===== config.mk =====
export PLATFORM = sky130hd
export DESIGN_NAME = cal_clock
export DESIGN_NICKNAME = d
export VERILOG_FILES = /design/src/rtl/cal_pkg.sv /design/src/rtl/cal_ctrl.sv /design/src/rtl/cal_dp.sv /design/src/rtl/cal_fmt.sv /design/src/rtl/cal_clock.sv
export SDC_FILE = /design/constraint.sdc
export NUM_CORES = 1
export LEC_CHECK = 0
export BUFFER_PORTS_ARGS = -buffer_cell sky130_fd_sc_hd__buf_2
export CAP_MARGIN = 20
export CORE_UTILIZATION = 40
export CTS_BUF_LIST = sky130_fd_sc_hd__clkbuf_4 sky130_fd_sc_hd__clkbuf_8
export DETAILED_ROUTE_END_ITERATION = 7
export PLACE_DENSITY = 0.63
export RECOVER_POWER = 100
export SYNTH_ARGS = -nofsm -noshare
export SYNTH_HDL_FRONTEND = slang
export SYNTH_HIERARCHICAL = 1
export SYNTH_SLANG_ARGS = --single-unit

===== constraint.sdc =====
create_clock -name clk -period 8.6 [get_ports clk]
set_input_delay 1.29 -clock clk [delete_from_list [all_inputs] [get_ports clk]]
set_output_delay 1.29 -clock clk [all_outputs]
set_load 0.05 [all_outputs]

===== src/rtl/cal_pkg.sv =====
package cal_pkg;

  localparam int NUM_FIELDS = 7;
  localparam int IDX_W      = 3;
  localparam int BYTE_W     = 8;

  typedef enum logic [IDX_W-1:0] {
    F_SEC  = 3'd0,
    F_MIN  = 3'd1,
    F_HOUR = 3'd2,
    F_WDAY = 3'd3,
    F_MDAY = 3'd4,
    F_MON  = 3'd5,
    F_YEAR = 3'd6
  } calField_e;

  // strobes from control to datapath
  typedef struct packed {
    logic                  advance;
    logic [NUM_FIELDS-1:0] loadSel;
  } calStrobe_t;

  // binary time fields
  typedef struct packed {
    logic [6:0] sec;
    logic [6:0] min;
    logic [5:0] hour;
    logic [2:0] wday;
    logic [5:0] mday;
    logic [4:0] mon;
    logic [7:0] year;
  } calTime_t;

  function automatic logic [7:0] bcdToBin(input logic [7:0] b);
    return ({4'd0, b[7:4]} * 8'd10) + {4'd0, b[3:0]};
  endfunction

  function automatic logic [7:0] binToBcd(input logic [7:0] v);
    logic [7:0] t;
    logic [7:0] u;
    t = v / 8'd10;
    u = v % 8'd10;
    return {t[3:0], u[3:0]};
  endfunction

  function automatic logic [5:0] daysInMonth(input logic [4:0] mon,
                                             input logic [7:0] year);
    logic [5:0] d;
    case (mon)
      5'd2:                      d = (year[1:0] == 2'b00) ? 6'd29 : 6'd28;
      5'd4, 5'd6, 5'd9, 5'd11:   d = 6'd30;
      default:                   d = 6'd31;
    endcase
    return d;
  endfunction

endpackage


===== src/rtl/cal_ctrl.sv =====
module cal_ctrl
  import cal_pkg::*;
(
  input  logic             secTick,
  input  logic             loadEn,
  input  logic [IDX_W-1:0] loadIdx,
  output calStrobe_t       strb
);

  // a load suppresses the tick for the whole cycle
  assign strb.advance = secTick & ~loadEn;

  for (genvar i = 0; i < NUM_FIELDS; i++) begin : g_sel
    assign strb.loadSel[i] = loadEn && (loadIdx == IDX_W'(i));
  end

endmodule


===== src/rtl/cal_dp.sv =====
module cal_dp
  import cal_pkg::*;
#(
  parameter int YEAR_LAST = 99
) (
  input  logic              clk,
  input  logic              rstN,
  input  calStrobe_t        strb,
  input  logic [BYTE_W-1:0] loadData,
  input  logic              mode24,
  output calTime_t          curTime
);

  localparam logic [6:0] SEC_LAST  = 7'd59;
  localparam logic [6:0] MIN_LAST  = 7'd59;
  localparam logic [5:0] HOUR_LAST = 6'd23;
  localparam logic [2:0] WDAY_LAST = 3'd7;
  localparam logic [4:0] MON_LAST  = 5'd12;
  localparam logic [7:0] YEAR_END  = 8'(YEAR_LAST);

  calTime_t cur;
  calTime_t nxt;

  logic [7:0] decSec, decMin, decHour24, decHour12Raw, decMday, decMon, decYear;
  logic [7:0] hour12Sum;
  logic [5:0] hourLoad;
  logic [5:0] monthDays;
  logic       secEnd, minEnd, hourEnd, dayEnd, monEnd, yearEnd;
  logic       cMin, cHour, cDay, cMon, cYear;

  // masked BCD decode of the load byte
  always_comb begin
    decSec       = bcdToBin(loadData & 8'h7F);
    decMin       = bcdToBin(loadData & 8'h7F);
    decHour24    = bcdToBin(loadData & 8'h3F);
    decHour12Raw = bcdToBin(loadData & 8'h1F);
    decMday      = bcdToBin(loadData & 8'h3F);
    decMon       = bcdToBin(loadData & 8'h1F);
    decYear      = bcdToBin(loadData);
  end

  // 12-hour load: add 12 for PM, fold 12 and 24
  always_comb begin
    hour12Sum = decHour12Raw + (loadData[5] ? 8'd12 : 8'd0);
    if (hour12Sum == 8'd12)      hour12Sum = 8'd0;
    else if (hour12Sum == 8'd24) hour12Sum = 8'd12;
    hourLoad = mode24 ? decHour24[5:0] : hour12Sum[5:0];
  end

  // carry chain
  always_comb begin
    monthDays = daysInMonth(cur.mon, cur.year);
    secEnd  = cur.sec  >= SEC_LAST;
    minEnd  = cur.min  >= MIN_LAST;
    hourEnd = cur.hour >= HOUR_LAST;
    dayEnd  = cur.mday >= monthDays;
    monEnd  = cur.mon  >= MON_LAST;
    yearEnd = cur.year >= YEAR_END;
    cMin  = strb.advance & secEnd;
    cHour = cMin  & minEnd;
    cDay  = cHour & hourEnd;
    cMon  = cDay  & dayEnd;
    cYear = cMon  & monEnd;
  end

  always_comb begin
    nxt = cur;
    if (strb.advance) nxt.sec  = secEnd  ? 7'd0 : cur.sec + 7'd1;
    if (cMin)         nxt.min  = minEnd  ? 7'd0 : cur.min + 7'd1;
    if (cHour)        nxt.hour = hourEnd ? 6'd0 : cur.hour + 6'd1;
    if (cDay) begin
      nxt.wday = (cur.wday >= WDAY_LAST || cur.wday == 3'd0) ? 3'd1 : cur.wday + 3'd1;
      nxt.mday = dayEnd ? 6'd1 : cur.mday + 6'd1;
    end
    if (cMon)         nxt.mon  = monEnd  ? 5'd1 : cur.mon + 5'd1;
    if (cYear)        nxt.year = yearEnd ? 8'd0 : cur.year + 8'd1;

    if (strb.loadSel[F_SEC])  nxt.sec  = decSec[6:0];
    if (strb.loadSel[F_MIN])  nxt.min  = decMin[6:0];
    if (strb.loadSel[F_HOUR]) nxt.hour = hourLoad;
    if (strb.loadSel[F_WDAY]) nxt.wday = loadData[2:0];
    if (strb.loadSel[F_MDAY]) nxt.mday = decMday[5:0];
    if (strb.loadSel[F_MON])  nxt.mon  = decMon[4:0];
    if (strb.loadSel[F_YEAR]) nxt.year = decYear;
  end

  always_ff @(posedge clk) begin
    if (!rstN) begin
      cur.sec  <= '0;
      cur.min  <= '0;
      cur.hour <= '0;
      cur.wday <= 3'd1;
      cur.mday <= 6'd1;
      cur.mon  <= 5'd1;
      cur.year <= '0;
    end else begin
      cur <= nxt;
    end
  end

  assign curTime = cur;

endmodule


===== src/rtl/cal_fmt.sv =====
module cal_fmt
  import cal_pkg::*;
(
  input  calTime_t          curTime,
  input  logic              mode24,
  output logic [BYTE_W-1:0] fmtSec,
  output logic [BYTE_W-1:0] fmtMin,
  output logic [BYTE_W-1:0] fmtHour,
  output logic [BYTE_W-1:0] fmtWday,
  output logic [BYTE_W-1:0] fmtMday,
  output logic [BYTE_W-1:0] fmtMonth,
  output logic [BYTE_W-1:0] fmtYear
);

  logic [7:0] hourBin;

  always_comb begin
    hourBin  = {2'b00, curTime.hour};
    fmtSec   = binToBcd({1'b0, curTime.sec});
    fmtMin   = binToBcd({1'b0, curTime.min});
    fmtWday  = {5'd0, curTime.wday};
    fmtMday  = binToBcd({2'b00, curTime.mday});
    fmtMonth = binToBcd({3'b000, curTime.mon});
    fmtYear  = binToBcd(curTime.year);
    if (mode24)                 fmtHour = binToBcd(hourBin);
    else if (hourBin == 8'd0)   fmtHour = 8'h12;
    else if (hourBin < 8'd12)   fmtHour = binToBcd(hourBin);
    else if (hourBin == 8'd12)  fmtHour = 8'h32;
    else                        fmtHour = 8'h20 | binToBcd(hourBin - 8'd12);
  end

endmodule


===== src/rtl/cal_clock.sv =====
module cal_clock
  import cal_pkg::*;
#(
  parameter int YEAR_LAST = 99
) (
  input  logic        clk,
  input  logic        rstN,
  input  logic        secTick,
  input  logic        loadEn,
  input  logic [2:0]  loadIdx,
  input  logic [7:0]  loadData,
  input  logic        mode24,
  output logic [7:0]  outSec,
  output logic [7:0]  outMin,
  output logic [7:0]  outHour,
  output logic [7:0]  outWday,
  output logic [7:0]  outMday,
  output logic [7:0]  outMonth,
  output logic [7:0]  outYear
);

  calStrobe_t strb;
  calTime_t   curTime;

  cal_ctrl u_ctrl (
    .secTick (secTick),
    .loadEn  (loadEn),
    .loadIdx (loadIdx),
    .strb    (strb)
  );

  cal_dp #(.YEAR_LAST(YEAR_LAST)) u_dp (
    .clk      (clk),
    .rstN     (rstN),
    .strb     (strb),
    .loadData (loadData),
    .mode24   (mode24),
    .curTime  (curTime)
  );

  cal_fmt u_fmt (
    .curTime  (curTime),
    .mode24   (mode24),
    .fmtSec   (outSec),
    .fmtMin   (outMin),
    .fmtHour  (outHour),
    .fmtWday  (outWday),
    .fmtMday  (outMday),
    .fmtMonth (outMonth),
    .fmtYear  (outYear)
  );

endmodule


==> impl_metrics.yaml, run 1 <==
run_status:
  status: "finished, final reports clean"
timing:
  max_freq_mhz: 175
  maxSlewViolCount: 0
  worst_pin_slew_ns: 1.27
  rsz0062_at_grt: "no"
  fin_crit_sh_pct: 66.3
  post-route-min-period_ns: 5.70
  max_slew_margin_pct: 15.2
  setup_tns_ns: 0
  timing.clock.skew_ns: 0.00750
  finalHoldViolCount: 0
  setup_violations: 0
critical_path:
  critPathRequiredTime_ns: 7.31
  path_delay_family: "compound AO/OA/AOI/OAI gates"
  cp_cell_sequence: "ha_1 > or2_0 > o21ai_0 > xnor2_1 > nand3_1 > a21oi_1 > a31oi_1 > ha_1 > a21boi_1 > o22ai_1 > a221o_1 > nand3_1 > clkbuf_1"
  worstPathMaxFanout: 20
  cp_slowest_stage_delay_ns: 0.79
  path_class: "flop to primary output"
  crit_buf_inv: 1
  cp_slowest_cell: "dfxtp_1"
  startpoint_type: "flop"
  end_kind: "primary output"
  crit_arrival_ns: 4.41
synth:
  yosys_warnings: 6
  ys_seq_area_share_pct: 13.4
  yosys.area.top_type: "dfxtp_1"
  avgSynthCellArea_um2: 7.27
  yosysTopAreaCellShare_pct: 13.4
  ys_ff_latch: 42
  syn_area_um2: 6270
  synth-edff-count: 0
  synth-main-ff-cell: "dfxtp_1"
  synth.area.top_cells: "dfxtp_1, ha_1, a21oi_1"
  syn-instance-count: 863
  synthTopCellsByCount: "a21oi_1, nor2_1, o21ai_0"
  ys_types: 107
  ys_async_sr_fraction_pct: 0
  synth.most_common_cell: "a21oi_1"
detailed_routing:
  drt-initial-drc-count: 503
  antenna_left: 0
  vias: 6528
  wl_per_cell_um: 15.2
  dr.pass1.iters: 5
  drt_wl_total_um: 16500
  via_per_inst: 6.01
  drcViolationCount: 0
cells_and_area:
  fin_nets: 931
  largest_reg_flops: 42
  areaGrowthSynthToFinish_pct: 4.09
  diodes: 0
  drive_above_1_share_pct: 8.33
  stdcell_count: 1087
  nFillCells: 1620
  fin_area_um2: 6530
  final_util_pct: 42.8
clock_network:
  clkTransAtPathRegs_ns: 0.09
  root_buffer: "clkbuf_8"
  clk_latency_ns: 0.30
  ctsResizeCount: 0
  cts_setup_buffers: 0
  ctsHoldBuffers: 0
  htree_levels: 2
  cts-buffers-inserted: 5
  tritoncts: "yes"
  clkSinkCount: 42
  cts_buffer_depth: 2
power_and_ir_drop:
  power_density_nw_per_um2: 105
  p_total_w: 0.000684
  peakVddDrop_mv: 0.0872
  p_leak_nw: 2.32
global_route:
  grt_pass1_vias: 5464
  gr-total-overflow: 0
  antenna_found_initial: 0
  grt_max_degree: 31
  grtUsageTotal_pct: 19.9
  grt_pass1_wl_um: 27100
floorplanning:
  ios: 72
  initial_core_util_pct: 41.1
  fp.dieH_um: 127
  die_area_um2: 16200
  core.rowCount: 45
  coreArea_um2: 15300
  chipWidth_um: 127
placed_design:
  hpwl_um: 11500
  placed_cells: 1079
  io_buffers: 62
  place.gp.congestion: 0.874
  post_dp_cell_area_um2: 6530
job:
  cap_violations: 0
min_path:
  hp-class: "flop to flop"
## cells by family after synthesis
kind of cell | Yosys count | synth area share (%)
AO/OA/AOI/OAI | 299 | 33.8
XOR/XNOR | 33 | 4.83
adder cells (fa/ha/maj) | 43 | 8.82
buffers and inverters | 120 | 9.14
flip-flops | 42 | 13.4
multiplexers | 19 | 3.13
other | 1 | 0.0598
AND/OR/NAND/NOR | 306 | 26.9
## layout make-up
class                      instances  area [um2]  share of cell area, %
clock inverter                     1        5.00                 0.0767
multi-input combinational        709        4850                   74.3
clock buffer                       7        90.1                   1.38
sequential                        42         841                   12.9
inverter                          49         184                   2.82
timing repair buffer              68         294                   4.50
tap                              211         264                   4.04
## per-layer routing
metal | wire length (um) | GRT usage, % | vias up
li1 | - | - | 3248
met1 | 7880 | 28.3 | 3070
met2 | 7670 | 32.4 | 196
met3 | 753 | 1.59 | 14
met4 | 164 | 4.69 | 0
met5 | 0 | 0 | -
## layout by cell type (no fill, tap or decap), types with 5 or more instances in the layout
master	instances
a31oi_1	13
inv_1	44
o22ai_1	14
xor2_1	7
o311ai_0	6
nor3_1	20
mux2_2	5
and3_1	12
clkbuf_1	47
buf_2	16
o221ai_1	5
xnor2_1	25
nand2_1	54
dfxtp_1	42
mux2i_1	14
a22oi_1	9
nand3_1	40
a21o_1	9
nor2b_1	27
a211oi_1	6
buf_4	5
o21ai_0	59
a32o_1	7
ha_1	37
nor2_1	64
clkbuf_8	6
nand2b_1	22
nand4_1	8
a21oi_1	70
nor3b_1	10
o211ai_1	19
conb_1	9
## worst min-delay path: cells and delay by family, from the launching register on
kind               cells  cell delay [ns]
AOI/OAI and AO/OA      1             0.07
and+or+nand+nor        1             0.07
DFF                    1             0.36
## per-stage QoR
step                      hold WS, ns  worst slack (ns)
final                           0.543              2.90
after global routing            0.570              2.55
after CTS                       0.540              3.29
after detailed placement        0.528              3.65
after global placement          0.521              3.74
after floorplan                 0.481              3.81
## power by group
| part | switching (W) | internal, W | leakage [nW] | total, W |
|---|---|---|---|---|
| Clock | 0.0000735 | 0.0000681 | 0.0517 | 0.000142 |
| Sequential | 0.0000231 | 0.000202 | 0.341 | 0.000225 |
| Combinational | 0.000219 | 0.0000984 | 1.92 | 0.000317 |
| Total | 0.000315 | 0.000369 | 2.32 | 0.000684 |
## worst paths after layout
check / startpoint / end / slack, ns / cells after the start
max: u_dp/curTime[25] / outHour[3] / 2.90 / 13
min reg2reg: u_dp/curTime[21] / u_dp/curTime[21] / 0.54 / 2
min: u_dp/curTime[21] / u_dp/curTime[21] / 0.54 / 2
max reg2reg: u_dp/curTime[23] / u_dp/curTime[15] / 5.54 / 7
Power figures use the tool's default switching activity.
==> run 2: changes to the inputs <==
PLACE_DENSITY = 0.65   (was 0.63)
clock period = 5 ns   (was 8.6 ns; I/O delays follow)
==> run 2 against run 1 <==
  * Critical endpoint unchanged
  * Power grew 76%
  * Critical path type unchanged
  * Routed wire length decreased by 0.32%
  * Largest cell class unchanged
  * Critical path depth rose by 2
  * The flow now finishes with violations (capacitance limit, slew limit)
  * Via count grew 0.51%
  * Clock power rose by 88%
  * Design area is 0.81% higher
  * Flip-flop and latch count did not move
  * Sequential share of layout area decreased by 0.10 points
==> impl_metrics.yaml, run 2 (synthesis gave the netlist of run 1 again) <==
critical_path:
  path_delay_family: "compound AO/OA/AOI/OAI gates"
  path_class: "flop to primary output"
  crit_buf_inv: 3
  critPathRequiredTime_ns: 4.25
  end_kind: "primary output"
  cp_slowest_cell: "dfxtp_1"
  cp_slowest_stage_delay_ns: 0.42
  cp_cell_sequence: "buf_4 > ha_1 > buf_4 > or2_0 > o21ai_0 > xnor2_1 > nand3_1 > a21oi_1 > a31oi_1 > ha_1 > a21boi_1 > o22ai_1 > a221o_1 > nand3_1 > clkbuf_2"
  crit_arrival_ns: 3.68
  startpoint_type: "flop"
  worstPathMaxFanout: 20
job:
  cap_violations: 1
clock_network:
  cts_setup_buffers: 0
  clk_latency_ns: 0.30
  clkTransAtPathRegs_ns: 0.09
  root_buffer: "clkbuf_8"
  cts_buffer_depth: 2
  ctsResizeCount: 0
  tritoncts: "yes"
  ctsHoldBuffers: 0
  cts-buffers-inserted: 5
  htree_levels: 2
  clkSinkCount: 42
global_route:
  gr-total-overflow: 0
  grt_pass1_wl_um: 26800
  grt_max_degree: 29
  grt_pass1_vias: 5537
  grtUsageTotal_pct: 19.4
  antenna_found_initial: 0
detailed_routing:
  via_per_inst: 6.01
  vias: 6561
  drcViolationCount: 0
  drt-initial-drc-count: 640
  antenna_left: 0
  drt_wl_total_um: 16400
  dr.pass1.iters: 6
  wl_per_cell_um: 15.0
cells_and_area:
  drive_above_1_share_pct: 8.85
  areaGrowthSynthToFinish_pct: 4.93
  largest_reg_flops: 42
  layout.area.seq_um2: 841
  diodes: 0
  mostFrequentLayoutCells: "a21oi_1, nor2_1, o21ai_0"
  multi_input_area_um2: 4850
  layout_commonest_cell: "a21oi_1"
  nFillCells: 1594
  fin_nets: 936
min_path:
  hp-class: "flop to flop"
placed_design:
  place.gp.congestion: 0.873
  io_buffers: 62
  hpwl_um: 11600
  post-place-ws_ns: 1.02
floorplanning:
  initial_core_util_pct: 41.1
  core.rowCount: 45
  die_area_um2: 16200
  chipWidth_um: 127
  ios: 72
  coreArea_um2: 15300
  fp.dieH_um: 127
timing:
  maxSlewViolCount: 17
  worst_pin_slew_ns: 1.92
  layout_setup_ws_ns: 0.568
  max_freq_mhz: 226
  timing.clock.skew_ns: 0.00659
  max_slew_margin_pct: -28.8
  finalHoldViolCount: 0
  rsz0062_at_grt: "no"
  post-route-min-period_ns: 4.43
  setup_violations: 0
  fin_crit_sh_pct: 88.6
  setup_tns_ns: 0
power_and_ir_drop:
  p_clk_share_pct: 22.2
  combPwrFrac_pct: 45.6
  p_leak_nw: 2.34
  seqPwrFrac_pct: 32.2
  p_int_w: 0.000657
  power.switching_w: 0.000546
  switching_share_pct: 45.4
  peakVddDrop_mv: 0.190
  power_density_nw_per_um2: 183
run_status:
  status: "complete, but fails checks"
  violations: "capacitance limit, slew limit"
## run 2: power by group through the flow
stage	clock network, W	registers [W]	logic [W]
3_5_place_dp	0	0.000394	0.000552
3_3_place_gp	0	0.000394	0.000550
4_1_cts	0.000274	0.000386	0.000555
2_1_floorplan	0	0.000377	0.000469
5_1_grt	0.000286	0.000392	0.000591
6_report	0.000267	0.000387	0.000549
## run 2: final timing paths
check        slack [ns]              from  cells after the start          endpoint
max                0.57  u_dp/curTime[25]                     15        outHour[3]
min                0.54  u_dp/curTime[21]                      2  u_dp/curTime[21]
max reg2reg        1.25  u_dp/curTime[23]                      6  u_dp/curTime[15]
min reg2reg        0.54  u_dp/curTime[21]                      2  u_dp/curTime[21]
## run 2: stage by stage
| step | instances | hold WS [ns] | area (um2) | total power (W) | utilization, % |
|---|---|---|---|---|---|
| after CTS | 1092 | 0.545 | 6680 | 0.00122 | 43.8 |
| after global routing | 1092 | 0.600 | 6580 | 0.00127 | 43.1 |
| after detailed placement | 1084 | 0.533 | 6570 | 0.000947 | 43.1 |
| final | 1092 | 0.542 | 6580 | 0.00120 | 43.1 |
| after global placement | 1084 | 0.523 | 6570 | 0.000945 | 43.1 |
| after floorplan | 871 | 0.481 | 6300 | 0.000846 | - |
## run 2: worst register-to-register path: cells and delay by family, from the launching register on
family                   cells  cell delay [ns]
AND/OR/NAND/NOR              1             1.49
AO/OA/AOI/OAI                4             0.94
flip-flops                   1             0.85
adder cells (fa/ha/maj)      1             0.36
## run 2: routing by layer
| layer | up-vias | GRT usage [%] | wire, um |
|---|---|---|---|
| met3 | 25 | 2.22 | 757 |
| met5 | - | 0 | 0 |
| met1 | 3067 | 27.0 | 7940 |
| met2 | 216 | 31.6 | 7450 |
| li1 | 3253 | - | - |
| met4 | 0 | 4.83 | 265 |
## run 2: layout make-up
type	count	share of cell area, %
timing repair buffer	73	4.98
tap	211	4.01
clock buffer	8	1.67
sequential	42	12.8
multi-input combinational	709	73.8
inverter	49	2.80
